### src/rtl/wdog_pkg.sv
package wdog_pkg;

  typedef enum logic [2:0] {
    WS_LONG_RST  = 3'd0,
    WS_LEAD      = 3'd1,
    WS_CLOSED    = 3'd2,
    WS_OPEN      = 3'd3,
    WS_SHORT_RST = 3'd4
  } wd_state_e;

  // Number of enabled ticks a phase lasts before it expires.
  function automatic int unsigned phase_len(
    input wd_state_e   st,
    input int unsigned long_t,
    input int unsigned lead_t,
    input int unsigned close_t,
    input int unsigned open_t,
    input int unsigned short_t
  );
    case (st)
      WS_LONG_RST:  return long_t;
      WS_LEAD:      return lead_t;
      WS_CLOSED:    return close_t;
      WS_OPEN:      return open_t;
      WS_SHORT_RST: return short_t;
      default:      return 1;
    endcase
  endfunction

  function automatic int unsigned max5(
    input int unsigned a, input int unsigned b, input int unsigned c,
    input int unsigned d, input int unsigned e
  );
    int unsigned m;
    m = a;
    if (b > m) m = b;
    if (c > m) m = c;
    if (d > m) m = d;
    if (e > m) m = e;
    return m;
  endfunction

  function automatic logic is_reset_state(input wd_state_e st);
    return (st == WS_LONG_RST) || (st == WS_SHORT_RST);
  endfunction

endpackage

### src/rtl/wdog_edge_sync.sv
module wdog_edge_sync (
  input  logic clk_i,
  input  logic arst_ni,
  input  logic async_i,
  output logic rise_o
);
  logic meta_q, stab_q, prev_q;

  always_ff @(posedge clk_i or negedge arst_ni) begin
    if (!arst_ni) begin
      meta_q <= 1'b0;
      stab_q <= 1'b0;
      prev_q <= 1'b0;
    end else begin
      meta_q <= async_i;
      stab_q <= meta_q;
      prev_q <= stab_q;
    end
  end

  assign rise_o = stab_q & ~prev_q;

  AST_RISE_SINGLE: assert property (@(posedge clk_i) disable iff (!arst_ni)
    rise_o |=> !rise_o);

endmodule

### src/rtl/wdog_tick_cnt.sv
module wdog_tick_cnt #(
  parameter int unsigned W = 8
) (
  input  logic         clk_i,
  input  logic         arst_ni,
  input  logic         clr_i,
  input  logic         tick_i,
  output logic [W-1:0] cnt_o
);
  always_ff @(posedge clk_i or negedge arst_ni) begin
    if (!arst_ni)    cnt_o <= '0;
    else if (clr_i)  cnt_o <= '0;
    else if (tick_i) cnt_o <= cnt_o + 1'b1;
  end
endmodule

### src/rtl/wdog_seq_fsm.sv
module wdog_seq_fsm
  import wdog_pkg::*;
#(
  parameter int unsigned CLOSE_TICKS     = 980,
  parameter int unsigned OPEN_TICKS      = 780,
  parameter int unsigned LONG_RST_TICKS  = 5520,
  parameter int unsigned LEAD_TICKS      = 5520,
  parameter int unsigned SHORT_RST_TICKS = 162,
  parameter int unsigned CNT_W           = 13
) (
  input  logic clk_i,
  input  logic arst_ni,
  input  logic tick_i,
  input  logic rise_i,
  input  logic uv_i,
  output logic rst_no,
  output logic sync_o
);
  wd_state_e        state_q, state_d;
  logic             sync_q, sync_d;
  logic [CNT_W-1:0] cnt_q, lim_m1;
  logic             expire, restart, accept, in_rst, in_short, nxt_rst;

  wdog_tick_cnt #(.W(CNT_W)) u_cnt (
    .clk_i  (clk_i),
    .arst_ni(arst_ni),
    .clr_i  (restart),
    .tick_i (tick_i),
    .cnt_o  (cnt_q)
  );

  assign lim_m1 = CNT_W'(phase_len(state_q, LONG_RST_TICKS, LEAD_TICKS,
                                   CLOSE_TICKS, OPEN_TICKS, SHORT_RST_TICKS) - 1);
  assign expire = tick_i && (cnt_q == lim_m1);

  always_comb begin
    state_d = state_q;
    case (state_q)
      WS_LONG_RST:  if (expire) state_d = WS_LEAD;
      WS_LEAD:      if (rise_i) state_d = WS_CLOSED;
                    else if (expire) state_d = WS_LONG_RST;
      WS_CLOSED:    if (rise_i) state_d = WS_SHORT_RST;
                    else if (expire) state_d = WS_OPEN;
      WS_OPEN:      if (rise_i) state_d = WS_CLOSED;
                    else if (expire) state_d = WS_SHORT_RST;
      WS_SHORT_RST: if (expire) state_d = WS_LEAD;
      default:      state_d = WS_LONG_RST;
    endcase
    if (uv_i) state_d = WS_LONG_RST;
  end

  assign restart  = (state_d != state_q) || uv_i;
  assign accept   = rise_i && !uv_i && ((state_q == WS_LEAD) || (state_q == WS_OPEN));
  assign nxt_rst  = is_reset_state(state_d);
  assign sync_d   = nxt_rst ? 1'b0 : (accept ? 1'b1 : sync_q);
  assign in_rst   = is_reset_state(state_q);
  assign in_short = (state_q == WS_SHORT_RST);

  always_ff @(posedge clk_i or negedge arst_ni) begin
    if (!arst_ni) begin
      state_q <= WS_LONG_RST;
      sync_q  <= 1'b0;
    end else begin
      state_q <= state_d;
      sync_q  <= sync_d;
    end
  end

  assign rst_no = !in_rst;
  assign sync_o = sync_q;

  AST_UV_FORCES_RST: assert property (@(posedge clk_i) disable iff (!arst_ni)
    uv_i |=> !rst_no);
  AST_SYNC_LOW_IN_RST: assert property (@(posedge clk_i) disable iff (!arst_ni)
    !rst_no |-> !sync_o);
  AST_CNT_IN_PHASE: assert property (@(posedge clk_i) disable iff (!arst_ni)
    cnt_q <= lim_m1);
  AST_LONG_EXIT_TO_LEAD: assert property (@(posedge clk_i) disable iff (!arst_ni)
    (state_q == WS_LONG_RST) |=> (state_q == WS_LONG_RST) || (state_q == WS_LEAD));
  AST_SHORT_FROM_WINDOW: assert property (@(posedge clk_i) disable iff (!arst_ni)
    $rose(in_short) |-> $past((state_q == WS_CLOSED) || (state_q == WS_OPEN)));
  AST_RST_IGNORES_EDGE: assert property (@(posedge clk_i) disable iff (!arst_ni)
    (in_rst && !expire) |=> in_rst);
  AST_SYNC_NEEDS_EDGE: assert property (@(posedge clk_i) disable iff (!arst_ni)
    $rose(sync_o) |-> $past(rise_i));

endmodule

### src/rtl/wdog_rst_seq.sv
module wdog_rst_seq #(
  parameter int unsigned CLOSE_TICKS     = 980,
  parameter int unsigned OPEN_TICKS      = 780,
  parameter int unsigned LONG_RST_TICKS  = 5520,
  parameter int unsigned LEAD_TICKS      = 5520,
  parameter int unsigned SHORT_RST_TICKS = 162
) (
  input  logic clk_i,
  input  logic arst_ni,
  input  logic tick_i,
  input  logic wd_i,
  input  logic uv_i,
  output logic rst_no,
  output logic sync_o
);
  localparam int unsigned MAX_T = wdog_pkg::max5(CLOSE_TICKS, OPEN_TICKS,
                                   LONG_RST_TICKS, LEAD_TICKS, SHORT_RST_TICKS);
  localparam int unsigned CNT_W = $clog2(MAX_T + 1);

  logic wd_rise;

  wdog_edge_sync u_edge (
    .clk_i  (clk_i),
    .arst_ni(arst_ni),
    .async_i(wd_i),
    .rise_o (wd_rise)
  );

  wdog_seq_fsm #(
    .CLOSE_TICKS    (CLOSE_TICKS),
    .OPEN_TICKS     (OPEN_TICKS),
    .LONG_RST_TICKS (LONG_RST_TICKS),
    .LEAD_TICKS     (LEAD_TICKS),
    .SHORT_RST_TICKS(SHORT_RST_TICKS),
    .CNT_W          (CNT_W)
  ) u_fsm (
    .clk_i  (clk_i),
    .arst_ni(arst_ni),
    .tick_i (tick_i),
    .rise_i (wd_rise),
    .uv_i   (uv_i),
    .rst_no (rst_no),
    .sync_o (sync_o)
  );

endmodule

### config.mk
export PLATFORM = sky130hd
export DESIGN_NAME = wdog_rst_seq
export DESIGN_NICKNAME = d
export VERILOG_FILES = /design/src/rtl/wdog_pkg.sv /design/src/rtl/wdog_edge_sync.sv /design/src/rtl/wdog_tick_cnt.sv /design/src/rtl/wdog_seq_fsm.sv /design/src/rtl/wdog_rst_seq.sv
export SDC_FILE = /design/constraint.sdc
export NUM_CORES = 1
export LEC_CHECK = 0
export CAP_MARGIN = 20
export CORE_MARGIN = 8
export CORE_UTILIZATION = 52
export CTS_CLUSTER_SIZE = 30
export DETAILED_ROUTE_END_ITERATION = 10
export GPL_ROUTABILITY_DRIVEN = 0
export MAX_ROUTING_LAYER = met4
export PLACE_DENSITY = 0.85
export SLEW_MARGIN = 10
export SYNTH_ARGS = -nofsm -noshare
export SYNTH_HDL_FRONTEND = slang
export SYNTH_SLANG_ARGS = --single-unit
export TNS_END_PERCENT = 1
### constraint.sdc
create_clock -name clk_i -period 1.9 [get_ports clk_i]
set_input_delay 0.285 -clock clk_i [delete_from_list [all_inputs] [get_ports clk_i]]
set_output_delay 0.285 -clock clk_i [all_outputs]
set_load 0.01 [all_outputs]
-- Word-level counts from Yosys, hierarchy flattened
Cells that the tools add are included.
- input bits: 5
- output and inout port bits: 2
- flip-flop bits (word level): 20
- word-level logic and storage cells: 46
- mux-type cells: 14
- bitwise logic cells: 2
- reduce and logical (&&, ||, !) cells: 15
- eq/ne operators: 7
- add/sub/neg operators: 2
- operators by type and width (kind ; count):
    one-hot mux 13 bit (4 select lines) ; 1
    2-to-1 mux 13 bit ; 2
    2-to-1 mux 3 bit ; 8
    adder 13 x 1 -> 13 bit (second input constant) ; 1
    == test 13 bit ; 1
    subtractor 13 x 1 -> 13 bit (second input constant) ; 1
    one-hot mux 3 bit (4 select lines) ; 1
    == test 3 x 2 -> 1 bit (second input constant) ; 2
    == test 3 bit (second input constant) ; 2
    zero test 3 bit ; 2
    logical OR 1 bit ; 4
    nonzero test 2 bit ; 2
    OR reduction 2 bit ; 2
    == test 3 x 1 -> 1 bit (second input constant) ; 1
    logical AND 1 bit ; 3
    != test 3 bit ; 1
    zero test 1 bit ; 2
    2-to-1 mux 1 bit ; 2
    AND 1 bit ; 1
    inverter 1 bit ; 1

-- Longest topological paths before layout
- depth in word-level cells: 13
- depth in mapped cells: 9
- mapped depth without buffers: 6

-- By module
From an unflattened synthesis, not the netlist that was laid out.
- cells, all modules: 138
- area total of the unflattened synthesis: 1292.5 um^2
- by module, submodules not included (module ; times used ; area an instance (um^2) ; cells an instance ; sequential area each (um^2)):
    wdog_tick_cnt ; 1 ; 669.4 ; 66 ; 325.3
    wdog_seq_fsm ; 1 ; 534.3 ; 68 ; 100.1
    wdog_edge_sync ; 1 ; 88.8 ; 4 ; 75.1

-- Least setup slack after synthesis
Ideal clock, no wire load.
- kind: reg2reg
- start point: register u_fsm.u_cnt.cnt_o[2]
- end point: register u_fsm.u_cnt.cnt_o[10]
- cell stages (with the launch flop): 7
- slack: -0.138 ns
- clock period less this slack: 2.038 ns
- buffers on the path: 2
- data arrival time: 1.904 ns
- data required time: 1.766 ns
- setup time: 0.134 ns
- cells stage by stage: dfrtp_1 -> or4_4 -> a2111oi_4 -> and3_1 -> buf_6 -> buf_8 -> nor3_1
- word-level cells in the longest chain between the ends: 9
- elaborated cells on any way between the ends: 17
- classes of those cells: add/sub (1); eq/ne (2); mux (11); reduce/logical (3)
- RTL lines (item ; RTL line ; RTL):
    start, declared ; wdog_tick_cnt.sv:8 ; output logic [W-1:0] cnt_o
    start signal, assigned ; wdog_tick_cnt.sv:13 ; else if (tick_i) cnt_o <= cnt_o + 1'b1;
    == test 13 bit ; wdog_seq_fsm.sv:34 ; assign expire = tick_i && (cnt_q == lim_m1);
    logical AND 1 bit ; wdog_seq_fsm.sv:34 ;
    2-to-1 mux 3 bit (on tied branches) ; wdog_seq_fsm.sv:45, wdog_seq_fsm.sv:41, wdog_seq_fsm.sv:43 ;
    2-to-1 mux 3 bit (on tied branches) ; wdog_seq_fsm.sv:44, wdog_seq_fsm.sv:40, wdog_seq_fsm.sv:42 ;
    one-hot mux 3 bit (4 select lines) ; wdog_seq_fsm.sv:38 ; case (state_q)
    2-to-1 mux 3 bit ; wdog_seq_fsm.sv:49 ; if (uv_i) state_d = WS_LONG_RST;
    != test 3 bit ; wdog_seq_fsm.sv:52 ; assign restart = (state_d != state_q) || uv_i;
    logical OR 1 bit ; wdog_seq_fsm.sv:52 ;
    2-to-1 mux 13 bit / nonzero test 2 bit (equally long branches) ; - ;
Several ways; a longest one is shown, not always the timed one. The select of a mux whose other input is x is not followed.
A chain may end at the register's enable or synchronous reset.

-- Worst setup path after layout
- start point: register u_fsm.u_cnt.cnt_o[10]
- end point: register u_fsm.state_q[0]
- word-level cells in the longest chain between the ends: 6
- elaborated cells on any way between the ends: 11
- classes of those cells: eq/ne (1); mux (9); reduce/logical (1)
- RTL lines (item ; RTL line ; RTL):
    == test 13 bit (*) ; wdog_seq_fsm.sv:34 ;
    logical AND 1 bit (*) ; wdog_seq_fsm.sv:34 ;
    2-to-1 mux 3 bit (on tied branches) ; wdog_seq_fsm.sv:45, wdog_seq_fsm.sv:41, wdog_seq_fsm.sv:43 ;
    2-to-1 mux 3 bit (on tied branches) ; wdog_seq_fsm.sv:44, wdog_seq_fsm.sv:40, wdog_seq_fsm.sv:42 ;
    one-hot mux 3 bit (4 select lines) (*) ; wdog_seq_fsm.sv:38 ;
    2-to-1 mux 3 bit (*) ; wdog_seq_fsm.sv:49 ;
    net u_fsm.state_d[0] ; wdog_seq_fsm.sv:19 ; wd_state_e state_q, state_d;
    end signal, assigned ; wdog_seq_fsm.sv:64 ; state_q <= state_d;
    end, declared ; wdog_seq_fsm.sv:19 ;
Mark *: on every way through the listed nets, which the timed path passes. The rest lies on a longest branch.

==> flow_summary_export.csv <==
group,metric,value,unit
global_routing,antenna_found_initial,0,
final_layout,seqCellArea,503,sq um
yosys,synth_nets,138,
timing,setup_viol,4,
detailed_routing,num_vias,1146,
timing,setup_slack,-0.0254,ns
yosys,ys_ff_latch,20,
final_layout,area_growth,26.2,%
worst_hold_path,holdCritPathClass,"in2async",
setup_path,arrival,2.10,ns
detailed_routing,firstDrtPassIters,4,
yosys,yosysUniqueCellTypes,40,
setup_path,path_buf_inv,1,
cts,cts_tree,"done",
setup_path,critPathCaptureType,"flip-flop",
yosys,ys_warn_count,0,
cts,clock_sinks,20,
yosys,synth-edff-count,0,
floorplanning,ioPinCount,7,
final_layout,final_layout_size_suffix_gt1_share,29.3,%
cts,cts_setup_buffers,0,
timing,slew_violations,0,
timing,finalSetupTns,-0.0624,ns
global_routing,grt_pass1_wl,5130,um
setup_path,crit_required,2.08,ns
detailed_routing,remaining_drc_errors,0,
detailed_routing,wl_per_cell,16.4,um
pwr,p_sw,0.000174,W
pwr,p_sw_share,24.3,%
global_routing,overflow,0,
run,drv_cap,0,
place,port_buffers,6,
cts,insertion_delay,0.30,ns
setup_path,crit_family,"simple AND/OR/NAND/NOR gates",
pwr,vdd_ir_drop_max,0.000483,V
global_routing,grt.total_usage,15.4,%
floorplanning,fp.dieH,64.9,um
final_layout,fin_nets,165,
global_routing,grt_pass1_vias,1128,
timing,min_period,1.93,ns
yosys,syn-cell-area,1240,sq um
final_layout,multi_input_area,738,sq um
setup_path,worstSetupStartpointType,"flip-flop",
timing,rsz0062_at_grt,"yes",
floorplanning,core,2230,sq um
timing,finalHoldViolCount,0,
yosys,syn_avg_cell_area,9.41,sq um
timing,tightest_slew,0.588,ns
detailed_routing,first_iter_violations,41,
pwr,power.internal,0.000541,W
setup_path,path_max_fanout,3,
final_layout,antennaDiodeCount,0,
cts,clkTransAtPathRegs,0.11,ns
detailed_routing,drt.antenna.violating_nets,0,
yosys,async_flop_share,100,%
cts,cts_buffer_depth,2,
yosys,ys.flop_type,"dfrtp_1",
outcome,violations,"negative setup slack",
global_routing,grt_max_degree,21,
yosys,syn_inst,132,
timing,clock.fmax,519,MHz
setup_path,startpoint,"u_fsm.u_cnt.cnt_o[10]",
floorplanning,dieArea,4210,sq um
pwr,combPwrFrac,10.5,%
pwr,p_per_area,456,nW/um^2
pwr,power_leakage,0.656,nW
detailed_routing,via_per_inst,6.19,
cts,htreeDepth,1,
floorplanning,start_util,55.6,%
pwr,p_clk_share,28.0,%
floorplanning,fp-row-count,17,
place,dp.final_hpwl,2170,um
outcome,status,"finished with violations",
timing,clock_skew,0.00182,ns
cts,ctsHoldBuffers,0,
setup_path,crit_chain,"or4_4, a2111oi_4, and3_4, buf_4, o211ai_1",
yosys,seq_area_frac_synth,40.3,%
final_layout,nFillCells,157,
floorplanning,die_w,64.9,um
timing,slew_headroom,60.8,%
timing,period_share,101,%
setup_path,worstReg2RegStart,"u_fsm.u_cnt.cnt_o[10]",
pwr,power_frac_seq,61.5,%
detailed_routing,wl,3040,um
setup_path,timing_worst_setup_path_type,"reg2reg",
final_layout,fin_util,70.2,%
setup_path,cpMaxStageDelayCell,"or4_4",
cts,cts_buffers,3,
cts,cts-root-buf,"clkbuf_4",
setup_path,critPathMaxStageDelay,0.53,ns
==> layout make-up <==
cell class / count / area share [%]
multi-input cells: 100 / 47.1
flip-flops and latches: 20 / 32.1
repair buffers: 32 / 16.7
well taps: 28 / 2.23
clock buffers: 3 / 1.44
inverters: 2 / 0.479
==> sequential cells by signal (all words and copies together), names as in the netlist <==
register / cells
u_edge.meta_q: 1
u_edge.prev_q: 1
u_edge.stab_q: 1
u_fsm.state_q: 3
u_fsm.sync_o: 1
u_fsm.u_cnt.cnt_o: 13
==> kinds of logic after synthesis <==
| group | Yosys count | share of synthesized area (%) |
|---|---|---|
| AO/OA/AOI/OAI | 16 | 11.1 |
| XOR/XNOR | 13 | 9.16 |
| adder cells (fa/ha/maj) | 1 | 1.01 |
| buffers and inverters | 12 | 5.44 |
| flip-flops | 20 | 40.3 |
| multiplexers | 2 | 1.61 |
| AND/OR/NAND/NOR | 68 | 31.4 |
==> routing by layer <==
| metal | GRT usage, % | part of all wire, % | up-vias |
|---|---|---|---|
| met5 | - | 0 | - |
| met4 | 5.99 | 1.3 | 0 |
| met3 | 2.41 | 3.8 | 5 |
| met2 | 25.2 | 50 | 32 |
| met1 | 18.6 | 45 | 570 |
| li1 | - | - | 539 |
==> stage by stage <==
step	std cells	total power [W]	hold WS, ns	instance area (sq um)	setup slack (ns)
CTS	185	0.000717	0.324	1530	-0.00651
finish	185	0.000715	0.330	1570	-0.0254
global route	185	0.000738	0.352	1570	-0.0444
floorplan	132	0.000479	-0.0106	1240	-0.0381
detailed placement	182	0.000518	0.347	1470	-0.0511
global placement	182	0.000514	0.344	1470	0.0125
==> cell usage after synthesis, types with 3 or more instances <==
library cell | n | area (sq um)
nor3_1 | 15 | 75.1
dfrtp_1 | 20 | 500
nand3_1 | 6 | 30.0
clkbuf_1 | 5 | 18.8
nand2b_1 | 4 | 25.0
nor2_1 | 9 | 33.8
nand3b_1 | 3 | 22.5
xnor2_1 | 5 | 43.8
buf_2 | 3 | 15.0
nand4_1 | 6 | 37.5
and3_1 | 5 | 31.3
xor2_1 | 8 | 70.1
nand2_1 | 6 | 22.5
nor2b_1 | 4 | 25.0
==> layout by cell type (no fill, tap or decap), drive strengths merged, types with 2 or more instances in the layout <==
| cell type | count |
|---|---|
| a22oi | 2 |
| a31oi | 2 |
| and3 | 5 |
| buf | 26 |
| clkbuf | 3 |
| clkdlybuf4s50 | 5 |
| dfrtp | 20 |
| inv | 2 |
| mux2i | 2 |
| nand2 | 6 |
| nand2b | 4 |
| nand3 | 6 |
| nand3b | 3 |
| nand4 | 6 |
| nor2 | 9 |
| nor2b | 4 |
| nor3 | 15 |
| nor3b | 2 |
| nor4b | 2 |
| o21ai | 2 |
| xnor2 | 5 |
| xor2 | 8 |
==> power groups by stage <==
stage	clock network, W	registers (W)	logic (W)
2_1_floorplan	0	0.000448	0.0000315
3_3_place_gp	0	0.000446	0.0000679
3_5_place_dp	0	0.000447	0.0000713
4_1_cts	0.000205	0.000439	0.0000737
5_1_grt	0.000216	0.000440	0.0000820
6_report	0.000200	0.000440	0.0000749
==> worst paths after layout <==
kind | slack [ns] | cells after the start | end
setup / recovery | -0.03 | 5 | u_fsm.state_q[0]
hold / removal | 0.33 | 2 | u_edge.meta_q
setup reg to reg | -0.03 | 5 | u_fsm.state_q[0]
hold reg to reg | 0.38 | 0 | u_edge.stab_q
max in group asynchronous | 1.34 | 2 | u_fsm.state_q[2]
min in group clk_i | 0.38 | 0 | u_edge.stab_q
==> what timing repair did <==
action / CTS / global route
gates resized for setup: 9 / 9
setup endpoints to repair: 18 / 18
pin swaps: 5 / 0
Power figures use the tool's default switching activity.
